[src/rtl/win5_pkg.sv]
package win5_pkg;
  localparam int WIN_N   = 5;
  localparam int WIN_CNT = WIN_N * WIN_N;
  localparam int NBR_CNT = WIN_CNT - 1;
  localparam int LANES   = 6;
  localparam int BEATS   = NBR_CNT / LANES;
  localparam int CTR_IDX = WIN_CNT / 2;

  // raster position (0..24) of neighbour n (0..23), centre skipped
  function automatic int nbr_to_pos(input int n);
    return (n < CTR_IDX) ? n : n + 1;
  endfunction

  // neighbour carried by a lane in a given beat
  function automatic int lane_nbr(input int lane, input int beat);
    return beat * LANES + lane;
  endfunction
endpackage

[src/rtl/win5_linestore.sv]
module win5_linestore #(
  parameter int IMG_W = 64,
  parameter int PIX_W = 8,
  parameter int NLB   = 4,
  localparam int CW   = $clog2(IMG_W)
) (
  input  logic                 clk,
  input  logic                 wr_en,
  input  logic [CW-1:0]        idx,
  input  logic [PIX_W-1:0]     din,
  output logic [NLB*PIX_W-1:0] taps_o
);
  logic [PIX_W-1:0] chain [0:NLB];
  assign chain[0] = din;

  for (genvar k = 0; k < NLB; k++) begin : g_lb
    logic [PIX_W-1:0] mem [0:IMG_W-1];
    assign chain[k+1] = mem[idx];
    assign taps_o[k*PIX_W +: PIX_W] = chain[k+1];
    always_ff @(posedge clk) begin
      if (wr_en) mem[idx] <= chain[k];
    end
  end
endmodule

[src/rtl/win5_shifter.sv]
module win5_shifter #(
  parameter int PIX_W = 8,
  localparam int N    = win5_pkg::WIN_N
) (
  input  logic                     clk,
  input  logic                     rst_n,
  input  logic                     shift,
  input  logic [N*PIX_W-1:0]       col_in,
  output logic [N*N*PIX_W-1:0]     win_o
);
  logic [PIX_W-1:0] w [0:N*N-1];

  for (genvar r = 0; r < N; r++) begin : g_row
    for (genvar c = 0; c < N; c++) begin : g_col
      always_ff @(posedge clk or negedge rst_n) begin
        if (!rst_n) w[r*N+c] <= '0;
        else if (shift) begin
          if (c == N-1) w[r*N+c] <= col_in[r*PIX_W +: PIX_W];
          else          w[r*N+c] <= w[r*N+c+1];
        end
      end
      assign win_o[(r*N+c)*PIX_W +: PIX_W] = w[r*N+c];
    end
  end
endmodule

[src/rtl/win5_lanemux.sv]
module win5_lanemux #(
  parameter int PIX_W = 8,
  localparam int WC   = win5_pkg::WIN_CNT,
  localparam int NL   = win5_pkg::LANES
) (
  input  logic [WC*PIX_W-1:0] win,
  input  logic [1:0]          sel,
  output logic [NL*PIX_W-1:0] lanes_o
);
  for (genvar g = 0; g < NL; g++) begin : g_lane
    always_comb begin
      lanes_o[g*PIX_W +: PIX_W] = '0;
      for (int b = 0; b < win5_pkg::BEATS; b++) begin
        if (int'(sel) == b)
          lanes_o[g*PIX_W +: PIX_W] =
            win[win5_pkg::nbr_to_pos(win5_pkg::lane_nbr(g, b))*PIX_W +: PIX_W];
      end
    end
  end
endmodule

[src/rtl/win5_regmatrix.sv]
module win5_regmatrix #(
  parameter int IMG_W = 64,
  parameter int PIX_W = 8
) (
  input  logic                                  clk,
  input  logic                                  rst_n,
  input  logic                                  pix_valid_i,
  input  logic                                  sof_i,
  input  logic [PIX_W-1:0]                      pix_i,
  output logic [win5_pkg::WIN_CNT*PIX_W-1:0]    win_o,
  output logic                                  win_vld_o,
  output logic [PIX_W-1:0]                      centre_o,
  output logic [win5_pkg::LANES*PIX_W-1:0]      grp_o,
  output logic [1:0]                            grp_phase_o,
  output logic                                  grp_vld_o
);
  localparam int N    = win5_pkg::WIN_N;
  localparam int NLB  = N - 1;
  localparam int CW   = $clog2(IMG_W);
  localparam int RW   = $clog2(NLB + 1);

  logic          accept;
  logic [CW-1:0] col_cnt, cur_col;
  logic [RW-1:0] row_cnt, cur_row;
  logic          row_end;
  logic [1:0]    phase;
  logic          burst;
  logic          wvld;
  logic [NLB*PIX_W-1:0] taps;
  logic [N*PIX_W-1:0]   col_in;

  assign accept  = pix_valid_i;
  assign cur_col = (sof_i) ? '0 : col_cnt;
  assign cur_row = (sof_i) ? '0 : row_cnt;
  assign row_end = (cur_col == CW'(IMG_W - 1));

  always_ff @(posedge clk or negedge rst_n) begin
    if (!rst_n) begin
      col_cnt <= '0;
      row_cnt <= '0;
      wvld    <= 1'b0;
    end else if (accept) begin
      col_cnt <= row_end ? '0 : cur_col + 1'b1;
      if (row_end && cur_row != RW'(NLB)) row_cnt <= cur_row + 1'b1;
      else                                row_cnt <= cur_row;
      wvld    <= (cur_row == RW'(NLB)) && (cur_col >= CW'(NLB));
    end
  end

  always_ff @(posedge clk or negedge rst_n) begin
    if (!rst_n) begin
      phase <= 2'd3;
      burst <= 1'b0;
    end else if (accept) begin
      phase <= 2'd0;
      burst <= 1'b1;
    end else if (burst) begin
      if (phase == 2'd3) burst <= 1'b0;
      else               phase <= phase + 2'd1;
    end
  end

  win5_linestore #(.IMG_W(IMG_W), .PIX_W(PIX_W), .NLB(NLB)) lines_i (
    .clk(clk), .wr_en(accept), .idx(cur_col), .din(pix_i), .taps_o(taps)
  );

  // bottom row is the live input, upper rows come from older line stores
  for (genvar r = 0; r < N; r++) begin : g_col
    if (r == N-1) begin : g_live
      assign col_in[r*PIX_W +: PIX_W] = pix_i;
    end else begin : g_store
      assign col_in[r*PIX_W +: PIX_W] = taps[(NLB-1-r)*PIX_W +: PIX_W];
    end
  end

  win5_shifter #(.PIX_W(PIX_W)) shift_i (
    .clk(clk), .rst_n(rst_n), .shift(accept), .col_in(col_in), .win_o(win_o)
  );

  win5_lanemux #(.PIX_W(PIX_W)) mux_i (
    .win(win_o), .sel(phase), .lanes_o(grp_o)
  );

  assign win_vld_o   = wvld;
  assign centre_o    = win_o[win5_pkg::CTR_IDX*PIX_W +: PIX_W];
  assign grp_phase_o = phase;
  assign grp_vld_o   = burst && wvld;
endmodule

[config.mk]
export PLATFORM = sky130hd
export DESIGN_NAME = win5_regmatrix
export DESIGN_NICKNAME = d
export VERILOG_FILES = /design/src/rtl/win5_pkg.sv /design/src/rtl/win5_linestore.sv /design/src/rtl/win5_shifter.sv /design/src/rtl/win5_lanemux.sv /design/src/rtl/win5_regmatrix.sv
export SDC_FILE = /design/constraint.sdc
export NUM_CORES = 2
export LEC_CHECK = 0
export BUFFER_PORTS_ARGS = -buffer_cell sky130_fd_sc_hd__buf_2
export CAP_MARGIN = 20
export CORE_ASPECT_RATIO = 0.75
export CORE_MARGIN = 2
export CORE_UTILIZATION = 51
export DETAILED_ROUTE_END_ITERATION = 7
export GPL_TIMING_DRIVEN = 1
export PLACE_DENSITY = 0.7
export SYNTH_ARGS = -nofsm -noshare
export SYNTH_HDL_FRONTEND = slang
export SYNTH_SLANG_ARGS = --single-unit
[constraint.sdc]
create_clock -name clk -period 5.55 [get_ports clk]
set_input_delay 0.2775 -clock clk [delete_from_list [all_inputs] [get_ports clk]]
set_output_delay 0.2775 -clock clk [all_outputs]
set_load 0.02 [all_outputs]
=== Word-level counts from Yosys, hierarchy flattened ===
Memory sizes are Yosys's and may differ from the RTL's. A register that Yosys moved wholly into a read port is not among the register bits.
Index checks and enable logic that the tools add are counted.

* Bits in registers: 205
* Memory bits (writable): 2048
* Word-level logic and storage cells: 88
* Memories: 4
* Input port bits: 12
* Output and inout bits: 260

* Eq/ne operators: 8
* Reductions and logical operators: 7
* Order comparisons: 1
* Multiplexer cells: 36
* Add/sub/neg operators: 3

{| class="wikitable"
|+ Memory list
! name !! words !! bits a word !! read ports !! clocked after memory_dff !! write ports !! RTL line !! text
|-
| lines_i.g_lb[0].mem || 64 || 8 || 1 || 0 || 1 || win5_linestore.sv:17 || <nowiki>logic [PIX_W-1:0] mem [0:IMG_W-1];</nowiki>
|-
| lines_i.g_lb[1].mem || 64 || 8 || 1 || 0 || 1 || win5_linestore.sv:17 ||
|-
| lines_i.g_lb[2].mem || 64 || 8 || 1 || 0 || 1 || win5_linestore.sv:17 ||
|-
| lines_i.g_lb[3].mem || 64 || 8 || 1 || 1 || 1 || win5_linestore.sv:17 ||
|}

{| class="wikitable"
|+ Operators with widths
! operator !! count
|-
| $mux 8 || 24
|-
| $mux 6 || 2
|-
| $add 6x1->6 const B || 1
|-
| $eq 2x2->1 const B || 3
|-
| $eq 6x6->1 const B || 1
|-
| $ge 6x3->1 const B || 1
|-
| $mux 2 || 3
|-
| $mux 3 || 2
|-
| $mux 1 || 5
|-
| $add 3x1->3 const B || 1
|-
| $eq 3x3->1 const B || 1
|-
| $logic_and 1x1->1 || 3
|-
| $ne 3x3->1 const B || 1
|-
| $add 2x1->2 const B || 1
|-
| $eq 2x1->1 const B || 1
|-
| $logic_not 2->1 || 1
|-
| $ne 2x2->1 const B || 1
|-
| $reduce_and 2->1 || 1
|-
| $reduce_bool 2->1 || 1
|-
| $logic_not 1->1 || 1
|}

=== Depth between registers and ports, before layout ===
* Depth after elaboration: 5
* Gate-level depth with buffers: 14
* Gate-level depth less buffers: 8

=== By module ===
A second synthesis with hierarchy kept.

* Cell total of the unflattened synthesis: 4917
* Area total of the unflattened synthesis: 86914.6 um2

{| class="wikitable"
|+ By module, submodules not included
! module !! times used !! area each (um2) !! sequential area each (um2) !! cells each
|-
| win5_linestore || 1 || 77408.0 || 61499.0 || 4352
|-
| win5_shifter || 1 || 7554.7 || 5004.8 || 422
|-
| win5_lanemux || 1 || 1152.4 || 0.0 || 58
|-
| win5_regmatrix || 1 || 799.5 || 327.8 || 85
|}

=== Worst setup path after synthesis ===
Ideal clock, no wire load.

* Path type: reg2reg
* From: register col_cnt[1]
* To: memory lines_i.g_lb[2].mem[0][7], data pin
* Required time: 4.815 ns
* Path buffers: 5
* Cell stages (with the launch flop): 10
* Data arrival time: 4.457 ns
* Path slack: 0.358 ns
* Clock period less this slack: 5.192 ns
* Library setup time: 0.735 ns
* Cell sequence: dfrtp_1 > buf_6 > or3b_1 > buf_2 > buf_4 > buf_2 > buf_2 > o22ai_1 > a211oi_1 > o311ai_1

* Word-level cells in the longest chain between the ends: 2

{| class="wikitable"
|+ Ends and longest elaborated chain
! element !! RTL line !! text
|-
| from (decl) || win5_regmatrix.sv:23 || <nowiki>logic [CW-1:0] col_cnt, cur_col;</nowiki>
|-
| from (signal assigned) || win5_regmatrix.sv:43 || <nowiki>col_cnt <= row_end ? '0 : cur_col + 1'b1;</nowiki>
|-
| $mux 6 || win5_regmatrix.sv:33 || <nowiki>assign cur_col = (sof_i) ? '0 : col_cnt;</nowiki>
|-
| $mem_v2 64x8 || n/a ||
|-
| named net lines_i.taps_o[15] || win5_linestore.sv:11 || <nowiki>output logic [NLB*PIX_W-1:0] taps_o</nowiki>
|-
| to (decl) || win5_linestore.sv:17 ||
|}

The timed path passes the listed nets, and every way through them passes these cells.

=== Final worst setup path ===
* From: register col_cnt[2]
* To: memory lines_i.g_lb[1].mem[61][3], data pin

* Word-level cells in the longest chain between the ends: 2

{| class="wikitable"
|+ Ends and longest elaborated chain
! element !! RTL line
|-
| $mux 6 || win5_regmatrix.sv:33
|-
| $mem_v2 64x8 || n/a
|-
| named net lines_i.taps_o[3] || win5_linestore.sv:11
|-
| to (decl) || win5_linestore.sv:17
|}

The timed path passes the listed nets, and every way through them passes these cells.

==> results.json <==
{
  "outcome": "finished, final reports clean",
  "cp-end-kind": "register",
  "slowest_stage": "or3b_2",
  "whs_ps": 58.58,
  "ff_latch_area_um2": 66840,
  "ff2ff_setup_slack_ps": 760,
  "power_frac_clock_pct": 30.3,
  "ys_ff_latch": 2261,
  "setup_ws_ps": 759.4,
  "start_util_pct": 51.33,
  "r2r_end": "lines_i.g_lb[1].mem[61][3]",
  "worstRegToRegCells": 8,
  "critical_path_buf_inv_count": 2,
  "cp.required_ps": 6070,
  "nNetsFinal": 5930,
  "netlist.top_cell.by_area": "edfxtp_1",
  "grt-ovfl-total": 0,
  "hold_viol_final": 0,
  "floorplan.die_area_um2": 179900,
  "crit_type": "register to register",
  "gp_congestion": 0.9798,
  "switching_share_pct": 31.51,
  "maxCapViolations": 0,
  "fin_tns_setup_ps": 0,
  "final_layout_size_suffix_gt1_share_pct": 19.81,
  "period_share_pct": 86.32,
  "die_height_um": 367.9,
  "pre_cts_slack_ps": 1006,
  "synthDistinctLibCells": 88,
  "cts_root_buf": "clkbuf_16",
  "p_sw_mw": 13.94,
  "fmax_ghz": 0.2087,
  "synth_area_per_cell_um2": 16.23,
  "drt_wl_total_mm": 300.0,
  "synth_ff_type": "edfxtp_1",
  "dr_total_vias": 57110,
  "final-instance-count-excl-fill": 8442,
  "crit_family": "compound AO/OA/AOI/OAI gates",
  "syn_to_final_growth_pct": 13.24,
  "h-tree-depth": 4,
  "place_hpwl_mm": 178.1,
  "ir_drop_v": 0.0002921,
  "worst-path-max-fanout": 48,
  "slew_headroom_pct": 16.30,
  "max_stage_delay_ps": 1010,
  "core_um2": 175400,
  "cts.sinks": 2261,
  "numCtsBuffers": 194,
  "syn-instance-count": 5547,
  "synth.area.top_cells": "edfxtp_1 (68%), mux2i_1 (6.6%), dfrtp_1 (5.9%)",
  "critPathArrivalTime_ps": 5310,
  "cts.clk_slew.worst_paths_ps": 70,
  "ant_nets": 0,
  "fillers": 13230,
  "synth_top_area_share_pct": 68.31,
  "hold_buffers": 3,
  "path_cells": "or3b_2, buf_4, o22ai_1, a2111oi_0, a211oi_1, a211oi_1, nand3_2, buf_4",
  "synth_most_common_cell": "edfxtp_1",
  "cts_buffer_depth": 3,
  "rows": 133,
  "vias_per_cell": 6.765,
  "setup_violations": 0,
  "synth_warnings": 0,
  "grt_usage_pct": 32.81,
  "portBuffers": 271,
  "synth_edf_count": 2048,
  "cts_tree": "yes",
  "netlist_area_um2": 90030,
  "synthesis.nets": 5566,
  "grt_setup_unrepaired": "no",
  "async_flop_share_pct": 9.421,
  "clk_latency_ps": 870,
  "drt_iter0_markers": 10380,
  "dr.pass1.iters": 8,
  "grt_pass1_wl_mm": 413.5,
  "place_area_um2": 95790,
  "startpoint_type": "register",
  "multi_input_area_um2": 21800,
  "grt_max_degree": 126,
  "p_int_mw": 30.28,
  "fin_crit_ps": 4791,
  "worstReg2RegStart": "col_cnt[2]",
  "clock_skew_ps": 40.30,
  "min_path_type": "primary input to asynchronous set/reset pin",
  "pwr-share-comb_pct": 21.5,
  "dp_cells": 8071,
  "yosysSeqAreaShare_pct": 74.24,
  "first_global_vias": 53540,
  "stdcell_area_um2": 101900,
  "worst_pin_slew_ps": 1248,
  "p_per_area_nw_per_um2": 433.8,
  "startpoint": "col_cnt[2]",
  "leakagePower_nw": 35.65,
  "cts_setup_buffers": 0,
  "post-route-drc-count": 0,
  "antenna_found_initial": 23,
  "die_width_um": 489.1,
  "wl_per_cell_um": 35.53,
  "io_pins": 272,
  "synthTopCellsByCount": "edfxtp_1 (2,048), mux2i_1 (592), a21oi_1 (324)",
  "maxSlewViolCount": 0,
  "seq_power_share_pct": 48.3,
  "cts.repair.resized": 0
}
how the worst max path moves through the flow:
stage,end,slack (ps),cells past startpoint
floorplan,lines_i.g_lb[2].mem[0][7],360,9
detailed placement,lines_i.g_lb[1].mem[14][3],1010,8
global route,lines_i.g_lb[1].mem[60][3],810,8
CTS,lines_i.g_lb[1].mem[60][3],1040,8
finish,lines_i.g_lb[1].mem[61][3],760,8
global placement,lines_i.g_lb[1].mem[63][3],970,8
state kept, by name, indices dropped and copies added, names as in the netlist:
name / count
burst: 1
col_cnt: 6
grp_phase_o: 2
lines_i.g_lb.mem: 2048
row_cnt: 3
shift_i.win_o: 200
win_vld_o: 1
through the flow:
stage	power, mW	utilization [%]
3_3_place_gp	30.60	54.60
6_report	44.22	58.12
4_1_cts	43.87	58.09
5_1_grt	45.26	58.11
3_5_place_dp	30.78	54.61
2_1_floorplan	26.48	-
final cells by class:
cell class	count	area share [%]
sequential	2261	65.57
clock buffer	257	5.116
multi-input combinational	2868	21.39
inverter	31	0.1141
clock inverter	102	0.8322
timing repair buffer	555	4.069
antenna	6	0.01473
tap	2362	2.899
power by group through the flow:
| stage | logic [mW] | registers, mW | clock network, mW |
|---|---|---|---|
| 5_1_grt | 9.78 | 21.4 | 14.1 |
| 4_1_cts | 9.16 | 21.3 | 13.4 |
| 3_5_place_dp | 9.13 | 21.6 | 0 |
| 2_1_floorplan | 4.56 | 21.9 | 0 |
| 3_3_place_gp | 8.98 | 21.6 | 0 |
| 6_report | 9.49 | 21.3 | 13.4 |
worst reg2reg max path: stages, from the launching register on:
cell,delay [ps]
dfrtp_2,800
or3b_2,1030
buf_4,410
o22ai_1,140
a2111oi_0,390
a211oi_1,250
a211oi_1,660
nand3_2,360
buf_4,400
metal layers:
metal / part of all wire, % / GRT usage (%)
met5: 0.065 / 0
met4: 5.1 / 14.38
met3: 17 / 12.38
met2: 41 / 45.06
met1: 37 / 46.55
cell families (layout without fill, tap and decap cells):
family | after synthesis | in the layout | share of synthesized area [%]
xor+xnor | 1 | 1 | 0.009731
flops | 2261 | 2261 | 74.24
buf+inv | 418 | 945 | 2.315
fa+ha+maj | 7 | 7 | 0.09728
other cells | 0 | 6 | 0
simple gates | 809 | 809 | 4.509
compound gates | 1204 | 1204 | 8.710
mux | 847 | 847 | 10.12
layout by cell type, fill, tap and decap left out, types with 90 or more instances in the layout:
cell type / instances
buf_2: 269
clkbuf_16: 197
nand2_1: 195
buf_4: 229
o21ai_0: 207
dfrtp_1: 207
mux2_2: 224
mux2i_1: 592
nor2_1: 206
a21oi_1: 324
nand2b_1: 90
o22ai_1: 211
nand3b_1: 100
edfxtp_1: 2048
Note: power is estimated with default switching activity, not from simulation.
